--- config.mk ---
export PLATFORM = sky130hd
export DESIGN_NAME = cfe_engine
export DESIGN_NICKNAME = d
export VERILOG_FILES = /design/src/rtl/cfe_pkg.sv /design/src/rtl/cfe_ready_pool.sv /design/src/rtl/cfe_rr_arb.sv /design/src/rtl/cfe_engine.sv
export SDC_FILE = /design/constraint.sdc
export NUM_CORES = 1
export LEC_CHECK = 0
export BUFFER_PORTS_ARGS = -buffer_cell sky130_fd_sc_hd__clkbuf_2
export CORE_ASPECT_RATIO = 1.2
export CORE_MARGIN = 2
export CORE_UTILIZATION = 60
export CTS_CLUSTER_SIZE = 40
export DETAILED_ROUTE_END_ITERATION = 8
export GPL_ROUTABILITY_DRIVEN = 0
export GPL_TIMING_DRIVEN = 0
export PLACE_DENSITY = 0.8
export RECOVER_POWER = 50
export REMOVE_ABC_BUFFERS = 1
export SYNTH_ARGS = -nofsm -noshare
export SYNTH_HDL_FRONTEND = slang
export SYNTH_SLANG_ARGS = --single-unit
export TNS_END_PERCENT = 50
--- constraint.sdc ---
create_clock -name clk -period 10.2 [get_ports clk]
set_input_delay 2.04 -clock clk [delete_from_list [all_inputs] [get_ports clk]]
set_output_delay 2.04 -clock clk [all_outputs]
set_load 0.03 [all_outputs]
--- src/rtl/cfe_pkg.sv ---
package cfe_pkg;
   typedef enum logic [1:0] {
      K_LOCAL = 2'd0,
      K_ALU   = 2'd1,
      K_TEX   = 2'd2,
      K_END   = 2'd3
   } cf_kind_e;

   typedef enum logic [2:0] {
      S_OFF   = 3'd0,
      S_POOL  = 3'd1,
      S_BYTES = 3'd2,
      S_INSTR = 3'd3,
      S_WAIT  = 3'd4,
      S_DONE  = 3'd5
   } wf_state_e;
endpackage

--- src/rtl/cfe_ready_pool.sv ---
module cfe_ready_pool #(
   parameter int DEPTH = 4,
   parameter int IDW   = 2
) (
   input  logic           clk,
   input  logic           rst_n,
   input  logic           push,
   input  logic [IDW-1:0] push_id,
   input  logic           pop,
   output logic [IDW-1:0] head_id,
   output logic           empty,
   output logic           full
);
   localparam int PW = (DEPTH > 1) ? $clog2(DEPTH) : 1;
   localparam int CW = $clog2(DEPTH + 1);

   logic [IDW-1:0] slot_q [DEPTH];
   logic [PW-1:0]  wr_q, rd_q, wr_nx, rd_nx;
   logic [CW-1:0]  cnt_q;

   generate
      if ((1 << PW) == DEPTH) begin : g_pow2
         assign wr_nx = wr_q + 1'b1;
         assign rd_nx = rd_q + 1'b1;
      end else begin : g_wrap
         assign wr_nx = (wr_q == PW'(DEPTH - 1)) ? '0 : wr_q + 1'b1;
         assign rd_nx = (rd_q == PW'(DEPTH - 1)) ? '0 : rd_q + 1'b1;
      end
   endgenerate

   always_ff @(posedge clk) begin
      if (push) slot_q[wr_q] <= push_id;
   end

   always_ff @(posedge clk) begin
      if (!rst_n) begin
         wr_q  <= '0;
         rd_q  <= '0;
         cnt_q <= '0;
      end else begin
         if (push) wr_q <= wr_nx;
         if (pop)  rd_q <= rd_nx;
         if (push && !pop)      cnt_q <= cnt_q + 1'b1;
         else if (pop && !push) cnt_q <= cnt_q - 1'b1;
      end
   end

   assign head_id = slot_q[rd_q];
   assign empty   = (cnt_q == '0);
   assign full    = (cnt_q == CW'(DEPTH));

   a_r2_no_overflow: assert property (@(posedge clk) disable iff (!rst_n)
      push |-> !full);
   a_r4_no_underflow: assert property (@(posedge clk) disable iff (!rst_n)
      pop |-> !empty);
endmodule

--- src/rtl/cfe_rr_arb.sv ---
module cfe_rr_arb #(
   parameter int  N  = 4,
   localparam int XW = (N > 1) ? $clog2(N) : 1
) (
   input  logic          clk,
   input  logic          rst_n,
   input  logic [N-1:0]  req,
   input  logic          adv,
   input  logic [XW-1:0] adv_idx,
   output logic          any,
   output logic [XW-1:0] gnt_idx
);
   logic [XW-1:0] ptr_q;

   always_comb begin
      int idx;
      any     = 1'b0;
      gnt_idx = '0;
      for (int k = 0; k < N; k++) begin
         idx = int'(ptr_q) + k;
         if (idx >= N) idx = idx - N;
         if (!any && req[idx]) begin
            any     = 1'b1;
            gnt_idx = XW'(idx);
         end
      end
   end

   always_ff @(posedge clk) begin
      if (!rst_n)   ptr_q <= '0;
      else if (adv) ptr_q <= (adv_idx == XW'(N - 1)) ? '0 : adv_idx + 1'b1;
   end

   a_r8_adv_requested: assert property (@(posedge clk) disable iff (!rst_n)
      adv |-> req[adv_idx]);
endmodule

--- src/rtl/cfe_engine.sv ---
module cfe_engine
   import cfe_pkg::*;
#(
   parameter int  NWF        = 4,
   parameter int  POOL_DEPTH = 4,
   parameter int  PCW        = 4,
   parameter int  IW         = 16,
   localparam int WIDW       = $clog2(NWF),
   localparam int AW         = IW - 2,
   localparam int IAW        = WIDW + PCW
) (
   input  logic            clk,
   input  logic            rst_n,
   input  logic            add_valid,
   input  logic [WIDW-1:0] add_wf,
   output logic            add_ready,
   output logic            imem_rd_en,
   output logic [IAW-1:0]  imem_addr,
   input  logic [IW-1:0]   imem_rdata,
   output logic            clause_req_valid,
   input  logic            clause_req_ready,
   output logic            clause_req_kind,
   output logic [WIDW-1:0] clause_req_wf,
   output logic [AW-1:0]   clause_req_arg,
   input  logic            clause_done_valid,
   input  logic [WIDW-1:0] clause_done_wf,
   output logic            retire_valid,
   output logic [WIDW-1:0] retire_wf
);
   generate
      if (NWF < 2) begin : g_bad_nwf
         $error("cfe_engine: NWF must be at least 2");
      end
      if (POOL_DEPTH < NWF) begin : g_bad_depth
         $error("cfe_engine: POOL_DEPTH must hold every wavefront");
      end
      if (IW < 3) begin : g_bad_iw
         $error("cfe_engine: IW must leave room for an argument");
      end
   endgenerate

   wf_state_e       st_q [NWF];
   logic [PCW-1:0]  pc_q [NWF];
   logic [IW-1:0]   bb_q [NWF];
   cf_kind_e        ik_q [NWF];
   logic [AW-1:0]   ia_q [NWF];

   logic [NWF-1:0]  dreq, ereq, creq;
   logic            pool_push, pool_empty, pool_full, fetch_go;
   logic [WIDW-1:0] pool_push_id, head;
   logic            dany, eany, cany;
   logic [WIDW-1:0] didx, eidx, cidx, sel;
   logic            hold_q, ex_valid, ex_fire, is_clause, add_fire;
   logic [WIDW-1:0] hold_wf_q;
   cf_kind_e        sel_kind;

   generate
      for (genvar g = 0; g < NWF; g++) begin : g_req
         assign dreq[g] = (st_q[g] == S_BYTES);
         assign ereq[g] = (st_q[g] == S_INSTR);
         assign creq[g] = (st_q[g] == S_DONE);
      end
   endgenerate

   // ready FIFO: complete stage has priority over the insert port
   assign add_ready    = !cany && !pool_full;
   assign add_fire     = add_valid && add_ready;
   assign pool_push    = cany || add_fire;
   assign pool_push_id = cany ? cidx : add_wf;
   assign fetch_go     = !pool_empty && (st_q[head] == S_POOL);

   cfe_ready_pool #(.DEPTH(POOL_DEPTH), .IDW(WIDW)) u_pool (
      .clk(clk), .rst_n(rst_n), .push(pool_push), .push_id(pool_push_id),
      .pop(fetch_go), .head_id(head), .empty(pool_empty), .full(pool_full));

   cfe_rr_arb #(.N(NWF)) u_dec_arb (
      .clk(clk), .rst_n(rst_n), .req(dreq), .adv(dany), .adv_idx(didx),
      .any(dany), .gnt_idx(didx));

   cfe_rr_arb #(.N(NWF)) u_exe_arb (
      .clk(clk), .rst_n(rst_n), .req(ereq), .adv(ex_fire), .adv_idx(sel),
      .any(eany), .gnt_idx(eidx));

   cfe_rr_arb #(.N(NWF)) u_cmp_arb (
      .clk(clk), .rst_n(rst_n), .req(creq), .adv(cany), .adv_idx(cidx),
      .any(cany), .gnt_idx(cidx));

   // execute: a stalled clause request keeps its wavefront
   assign sel       = hold_q ? hold_wf_q : eidx;
   assign ex_valid  = hold_q || eany;
   assign sel_kind  = ik_q[sel];
   assign is_clause = (sel_kind == K_ALU) || (sel_kind == K_TEX);
   assign ex_fire   = ex_valid && (!is_clause || clause_req_ready);

   always_ff @(posedge clk) begin
      if (!rst_n) begin
         hold_q    <= 1'b0;
         hold_wf_q <= '0;
      end else begin
         hold_q    <= clause_req_valid && !clause_req_ready;
         hold_wf_q <= sel;
      end
   end

   always_ff @(posedge clk) begin
      if (!rst_n) begin
         for (int i = 0; i < NWF; i++) begin
            st_q[i] <= S_OFF;
            pc_q[i] <= '0;
            bb_q[i] <= '0;
            ik_q[i] <= K_LOCAL;
            ia_q[i] <= '0;
         end
      end else begin
         for (int i = 0; i < NWF; i++) begin
            if (add_fire && add_wf == WIDW'(i)) begin
               st_q[i] <= S_POOL;
               pc_q[i] <= '0;
            end else begin
               case (st_q[i])
                  S_POOL: if (fetch_go && head == WIDW'(i)) begin
                     st_q[i] <= S_BYTES;
                     bb_q[i] <= imem_rdata;
                     pc_q[i] <= pc_q[i] + 1'b1;
                  end
                  S_BYTES: if (dany && didx == WIDW'(i)) begin
                     st_q[i] <= S_INSTR;
                     ik_q[i] <= cf_kind_e'(bb_q[i][1:0]);
                     ia_q[i] <= bb_q[i][IW-1:2];
                  end
                  S_INSTR: if (ex_fire && sel == WIDW'(i)) begin
                     case (ik_q[i])
                        K_LOCAL: st_q[i] <= S_DONE;
                        K_END:   st_q[i] <= S_OFF;
                        default: st_q[i] <= S_WAIT;
                     endcase
                  end
                  S_WAIT: if (clause_done_valid && clause_done_wf == WIDW'(i))
                     st_q[i] <= S_DONE;
                  S_DONE: if (cany && cidx == WIDW'(i))
                     st_q[i] <= S_POOL;
                  default: ;
               endcase
            end
         end
      end
   end

   assign imem_rd_en       = fetch_go;
   assign imem_addr        = {head, pc_q[head]};
   assign clause_req_valid = ex_valid && is_clause;
   assign clause_req_kind  = (sel_kind == K_TEX);
   assign clause_req_wf    = sel;
   assign clause_req_arg   = ia_q[sel];
   assign retire_valid     = ex_fire && (sel_kind == K_END);
   assign retire_wf        = sel;

   a_r6_req_held: assert property (@(posedge clk) disable iff (!rst_n)
      clause_req_valid && !clause_req_ready |=> clause_req_valid
      && $stable(clause_req_wf) && $stable(clause_req_kind) && $stable(clause_req_arg));
   a_r5_no_back_to_back: assert property (@(posedge clk) disable iff (!rst_n)
      imem_rd_en |=> !(imem_rd_en && imem_addr[IAW-1:PCW] == $past(imem_addr[IAW-1:PCW])));
   a_r7_retire_leaves: assert property (@(posedge clk) disable iff (!rst_n)
      retire_valid |=> st_q[$past(retire_wf)] == S_OFF);
   a_r2_add_idle: assert property (@(posedge clk) disable iff (!rst_n)
      add_valid && add_ready |-> st_q[add_wf] == S_OFF);
   a_r6_done_waiting: assert property (@(posedge clk) disable iff (!rst_n)
      clause_done_valid |-> st_q[clause_done_wf] == S_WAIT);
endmodule

==> flow_summary_export.csv, run 1 <==
group,metric,value,unit
run_status,run_status,"finished, violations left",
run_status,violated_checks,"max-capacitance violations, max-slew violations",
synthesis,syn_avg_cell_area,12.4,um2
sta,skew,10.0,ps
setup_path,critical_path.max_fanout,22,
clocking,post_cts_hold_buffer_count,0,
setup_path,crit_cells,11,
floorplan,initial_core_util,61.0,%
clocking,clk_transition_reported_paths,70,ps
setup_path,rr_worst_depth,13,
setup_path,critPathLaunchType,"flop",
synthesis,synthFlopType,"edfxtp_1",
setup_path,critical_path.n_buffers_inverters,1,
sta,report.final.slew_viol_count,35,
clocking,postCtsSetupBuffers,0,
synthesis,yosys_register_bits,182,
synthesis,commonest_cells_post_synth,"edfxtp_1, and2_1, mux2i_1",
cells_and_area,nets,845,
cells_and_area,insertedDiodeCount,0,
synthesis,yosysSeqAreaShare,58.1,%
cells_and_area,final_layout_size_suffix_gt1_share,12.9,%
route,drt_iter0_markers,533,
sta,setup_viol_count_final,0,
worst_hold_path,number_of_stages_on_the_worst_hold_path,1,
floorplan,fp.dieArea,16200,um2
grt,first_pass_grt_wire_length,30000,um
synthesis,syn_area,9090,um2
route,vias,5814,
route,dr.pass1.iters,5,
setup_path,critical_path_cell_list,"and3b_1, o21ai_0, a221oi_1, nor4_2, nor2_1, mux2i_1, ha_1, or2_2, nand2b_1, nor2_1, clkbuf_2",
synthesis,synth_cell_types,63,
setup_path,worstSetupEndpointType,"output port",
route,wl_per_cell,18.8,um
setup_path,critPathMostFrequentCell,"nor2_1",
synthesis,post_syn_instances,733,
synthesis,synth_top_cells_by_area,"edfxtp_1, and2_1, mux2i_1",
grt,grt_antenna_before_repair,0,
setup_path,cell_family_contributing_the_most_delay_on_the_critical_path,"simple AND/OR/NAND/NOR gates",
power,p_per_area,224,nW/um2
grt,global_route_usage_sum,24.8,%
sta,hold_violations,0,
floorplan,die_h,139,um
synthesis,synthDominantCellAreaShare,54.2,%
clocking,cts_tree,"built",
worst_hold_path,hold_class,"reg -> reg",
sta,fin_crit_sh,72.7,%
sta,rsz0062_at_grt,"no",
synthesis,number_of_enable_flip_flop_cells_after_synthesis,164,
grt,grt_max_degree,23,
placed_design,numPlacedInstances,973,
sta,worst_slew_margin_rel,-62.6,%
clocking,clock_latency,440,ps
setup_path,cp.arrival,5380,ps
clocking,clockBufferDepth,2,
clocking,cts-buffers-inserted,17,
clocking,cts_repair_resize_count,0,
floorplan,core.rowCount,49,
floorplan,io-pin-count,54,
setup_path,critical_path.max_stage_delay,1800,ps
cells_and_area,syn_to_final_growth,10.8,%
power,power.total,2260,uW
sta,worst-slew-pin-transition,2430,ps
clocking,ctsRootBufferMaster,"clkbuf_16",
power,peakVddDrop,0.147,mV
placed_design,detailed_place_hpwl,13100,um
run,maxCapViolations,2,
power,power.leakage,0.00385,uW
route,viasPerCell,5.79,
setup_path,required,8160,ps
grt,globalRoute.totalOverflow,0,
floorplan,die_width,116,um
setup_path,critPathKind,"reg -> out",
synthesis,yosys.cell_count.top_type,"edfxtp_1",
floorplan,placeable_core_area,14900,um2
cells_and_area,final_cells,1005,
clocking,htree_levels,4,
setup_path,worst_path_max_delay_cell,"nor2_1",
grt,grt_pass1_vias,5889,
route,drt_drc_violations_left,0,
route,routed_wl,18900,um
route,antenna_violation_net_count_after_detailed_routing,0,
sta,maxClockFrequency,135,MHz
synthesis,post-synth-top-area-cell,"edfxtp_1",
clocking,clock-sinks,182,
sta,min_clock_period_post_route,7420,ps
placed_design,place.port_buffers,53,
synthesis,ys_warn_count,0,
cells_and_area,fillers,1078,
synthesis,postSynth.asyncResetShare,0,%
==> metal layers <==
layer  wire, um  track usage [%]  vias up
met5          0                0        -
met4        425             8.52        0
met3       1030             5.03       36
met2      10200             44.0      204
met1       7230             29.9     2820
li1           -                -     2754
==> cell families (layout without fill, tap and decap cells) <==
family / Yosys count / in the layout / share of synthesized area, %
AND/OR/NAND/NOR: 316 / 316 / 20.3
flip-flops: 182 / 182 / 58.1
AO/OA/AOI/OAI: 72 / 72 / 4.94
multiplexers: 64 / 64 / 7.99
buffers and inverters: 54 / 122 / 2.92
adder cells (fa/ha/maj): 32 / 32 / 4.49
XOR/XNOR: 13 / 13 / 1.25
==> path summary, 6_finish.rpt <==
check	startpoint	end	slack, ps
worst max-delay path	st_q[3][2]$_SDFFCE_PP0P_	retire_valid	2780
worst min-delay path	bb_q[2][11]$_SDFFCE_PN0P_	ia_q[2][9]$_SDFFCE_PN0P_	510
worst max register to register	st_q[3][2]$_SDFFCE_PP0P_	st_q[0][0]$_SDFFCE_PN0P_	4440
worst min register to register	bb_q[2][11]$_SDFFCE_PN0P_	ia_q[2][9]$_SDFFCE_PN0P_	510
==> metrics by stage <==
stage | setup TNS [ps] | utilization (%) | setup WS [ps] | instance area, um2 | hold WS (ps)
global placement | -287 | 63.4 | -287 | 9450 | 489
global route | 0 | 67.6 | 2370 | 10100 | 526
detailed placement | 0 | 64.7 | 4460 | 9640 | 502
finish | 0 | 67.6 | 2780 | 10100 | 515
CTS | 0 | 68.5 | 3980 | 10200 | 513
floorplan | 0 | - | 318 | 8930 | 476
==> final cells by class <==
class                   count  area, um2  area share, %
flip-flops and latches    182       5290           52.5
multi-input cells         497       3530           35.0
repair buffers             63        332           3.29
inverters                  27        104           1.03
clock inverters            14        139           1.38
well taps                 204        255           2.53
clock buffers              18        429           4.26
==> sequential cells by signal (all words and copies together), names as in the netlist, 2 cells and up, named ones only <==
signal / cells
bb_q: 64
ia_q: 56
pc_q: 16
st_q: 12
ik_q: 8
u_pool.slot_q: 8
u_pool.cnt_q: 3
hold_wf_q: 2
u_cmp_arb.ptr_q: 2
u_dec_arb.ptr_q: 2
u_exe_arb.ptr_q: 2
u_pool.rd_q: 2
u_pool.wr_q: 2
==> layout by cell type (no fill, tap or decap), types with 21 or more instances in the layout <==
cell,count
clkbuf_2,49
mux2i_1,55
nor2_1,50
a21oi_1,21
edfxtp_1,164
inv_1,26
and2_1,122
nand2_1,28
o21ai_0,25
ha_1,31
==> report_power, final <==
group	total, uW	internal, uW	switching [uW]	leakage, uW
Sequential	974	916	58.9	0.00184
Combinational	662	237	425	0.00174
Clock	619	323	296	0.000272
(Power assumes the default switching activity.)
==> run 2, diff against run 1 <==
==> constraint.sdc (replaced) <==
create_clock -name clk -period 6.9 [get_ports clk]
set_input_delay 1.38 -clock clk [delete_from_list [all_inputs] [get_ports clk]]
set_output_delay 1.38 -clock clk [all_outputs]
set_load 0.03 [all_outputs]
==> flow_summary_export.csv, run 2 (synthesis gave the netlist of run 1 again) <==
group,metric,value,unit
cells_and_area,nets,845,
route,drt_iter0_markers,501,
sta,worst-slew-pin-transition,1430,ps
setup_path,required,5520,ps
power,peakVddDrop,0.216,mV
route,routed_wl,18900,um
route,wl_per_cell,18.8,um
sta,maxClockFrequency,179,MHz
setup_path,critPathKind,"reg -> out",
sta,final_critical_path_setup_slack,1310,ps
sta,worst_slew_margin_rel,3.59,%
worst_hold_path,number_of_stages_on_the_worst_hold_path,1,
cells_and_area,final_layout_size_suffix_gt1_share,13.5,%
cells_and_area,syn_to_final_growth,11.1,%
placed_design,detailed_place_hpwl,13100,um
cells_and_area,largest_reg_flops,64,
clocking,cts_repair_resize_count,0,
sta,report.final.slew_viol_count,0,
sta,setup_viol_count_final,0,
cells_and_area,fillers,1072,
route,vias,5842,
cells_and_area,mostFrequentLayoutCell,"edfxtp_1",
power,power.total,3330,uW
clocking,clock_latency,440,ps
floorplan,core.rowCount,49,
grt,globalRoute.totalOverflow,0,
clocking,cts_tree,"built",
clocking,ctsRootBufferMaster,"clkbuf_16",
setup_path,timing.reg2reg.setup_slack,2250,ps
cells_and_area,reg_top3,"bb_q: 64 flops, ia_q: 56 flops, pc_q: 16 flops",
sta,fin_crit_sh,81.0,%
route,drt_drc_violations_left,0,
floorplan,io-pin-count,54,
clocking,cts-buffers-inserted,17,
cells_and_area,registers.top_by_ff_count,"bb_q",
clocking,postCtsSetupBuffers,0,
sta,hold_violations,0,
setup_path,critical_path.max_fanout,22,
clocking,post_cts_hold_buffer_count,0,
floorplan,die_h,139,um
worst_hold_path,hold_path_end,"ia_q[2][9]$_SDFFCE_PN0P_",
sta,skew,9.42,ps
power,power.leakage,0.00385,uW
clocking,htree_levels,4,
floorplan,initial_core_util,61.0,%
cells_and_area,multi_input_area,3520,um2
sta,min_clock_period_post_route,5590,ps
floorplan,die_width,116,um
clocking,clk_transition_reported_paths,70,ps
grt,first_pass_grt_wire_length,30000,um
route,dr.pass1.iters,5,
grt,grt_pass1_vias,5889,
placed_design,place.port_buffers,53,
grt,grt_max_degree,23,
worst_hold_path,hold_class,"reg -> reg",
floorplan,placeable_core_area,14900,um2
setup_path,cp.arrival,4210,ps
power,p_per_area,330,nW/um2
sta,rsz0062_at_grt,"no",
setup_path,worstReg2RegEnd,"bb_q[0][3]$_SDFFCE_PN0P_",
cells_and_area,insertedDiodeCount,0,
cells_and_area,mostFrequentLayoutCells,"edfxtp_1, and2_1, mux2i_1",
route,viasPerCell,5.81,
sta,fin_setup_tns,0,ps
floorplan,fp.dieArea,16200,um2
grt,grt_antenna_before_repair,0,
run_status,run_status,"finished clean",
setup_path,rr_worst_depth,6,
grt,global_route_usage_sum,24.8,%
cells_and_area,register_area,5290,um2
worst_hold_path,launch_point_of_the_worst_hold_path,"bb_q[2][11]$_SDFFCE_PN0P_",
run,maxCapViolations,0,
clocking,clockBufferDepth,2,
placed_design,dp_worst_setup_slack,1820,ps
setup_path,worstSetupEndpointType,"output port",
clocking,clock-sinks,182,
route,antenna_violation_net_count_after_detailed_routing,0,
setup_path,critPathLaunchType,"flop",
## run 2: cell types whose count changed in the layout (fill, tap and decap cells not counted), sizes merged
cell | previous run | this run
clkinvlp | 2 | 3
buf | 3 | 7
clkbuf | 78 | 74
inv | 32 | 31
## run 2: layer usage
metal	global-route usage (%)	up-vias	part of all wire, %
met4	8.52	0	2.3
met2	44.0	213	54
li1	-	2752	-
met5	0	-	0
met1	29.9	2841	38
met3	5.03	36	5.9
## run 2: how the worst max path moves through the flow
stage                             startpoint      endpoint  slack [ps]  depth (start not counted)
floorplan           st_q[1][2]$_SDFFCE_PP0P_  retire_valid       -2320                         10
global route        st_q[3][2]$_SDFFCE_PP0P_  retire_valid        1030                         11
finish              st_q[3][2]$_SDFFCE_PP0P_  retire_valid        1310                         11
CTS                 st_q[3][2]$_SDFFCE_PP0P_  retire_valid        1340                         11
global placement    st_q[1][2]$_SDFFCE_PP0P_  retire_valid       -2930                         11
detailed placement  st_q[3][2]$_SDFFCE_PP0P_  retire_valid        1820                         11
## run 2: where the power goes
part	switching (uW)	internal, uW	leakage [uW]
sequential	85.9	1350	0.00184
clock	442	477	0.000272
combinational	628	346	0.00174
total	1160	2180	0.00385
## run 2: critical path, stage by stage, from the launching register on
cell,delay [ps]
edfxtp_1,460
and3b_1,360
o21ai_0,120
a221oi_1,470
nor4_2,140
nor2_4,670
mux2_2,410
ha_1,360
or2_2,380
nand2b_1,150
nor2_1,60
clkbuf_2,180
## run 2: cell type report
type / instances / area share [%]
clock inverter: 14 / 1.37
clock buffer: 18 / 4.25
sequential: 182 / 52.3
tap: 204 / 2.53
multi-input combinational: 497 / 34.8
timing repair buffer: 63 / 3.71
inverter: 27 / 1.02
## run 2: through the flow
stage               utilization [%]  hold slack [ps]  instances  instance area, um2
global placement               63.4              489        963                9450
CTS                            68.5              513       1005               10200
global route                   67.8              526       1005               10100
finish                         67.8              512       1005               10100
floorplan                         -              476        706                8930
detailed placement             64.7              502        973                9640
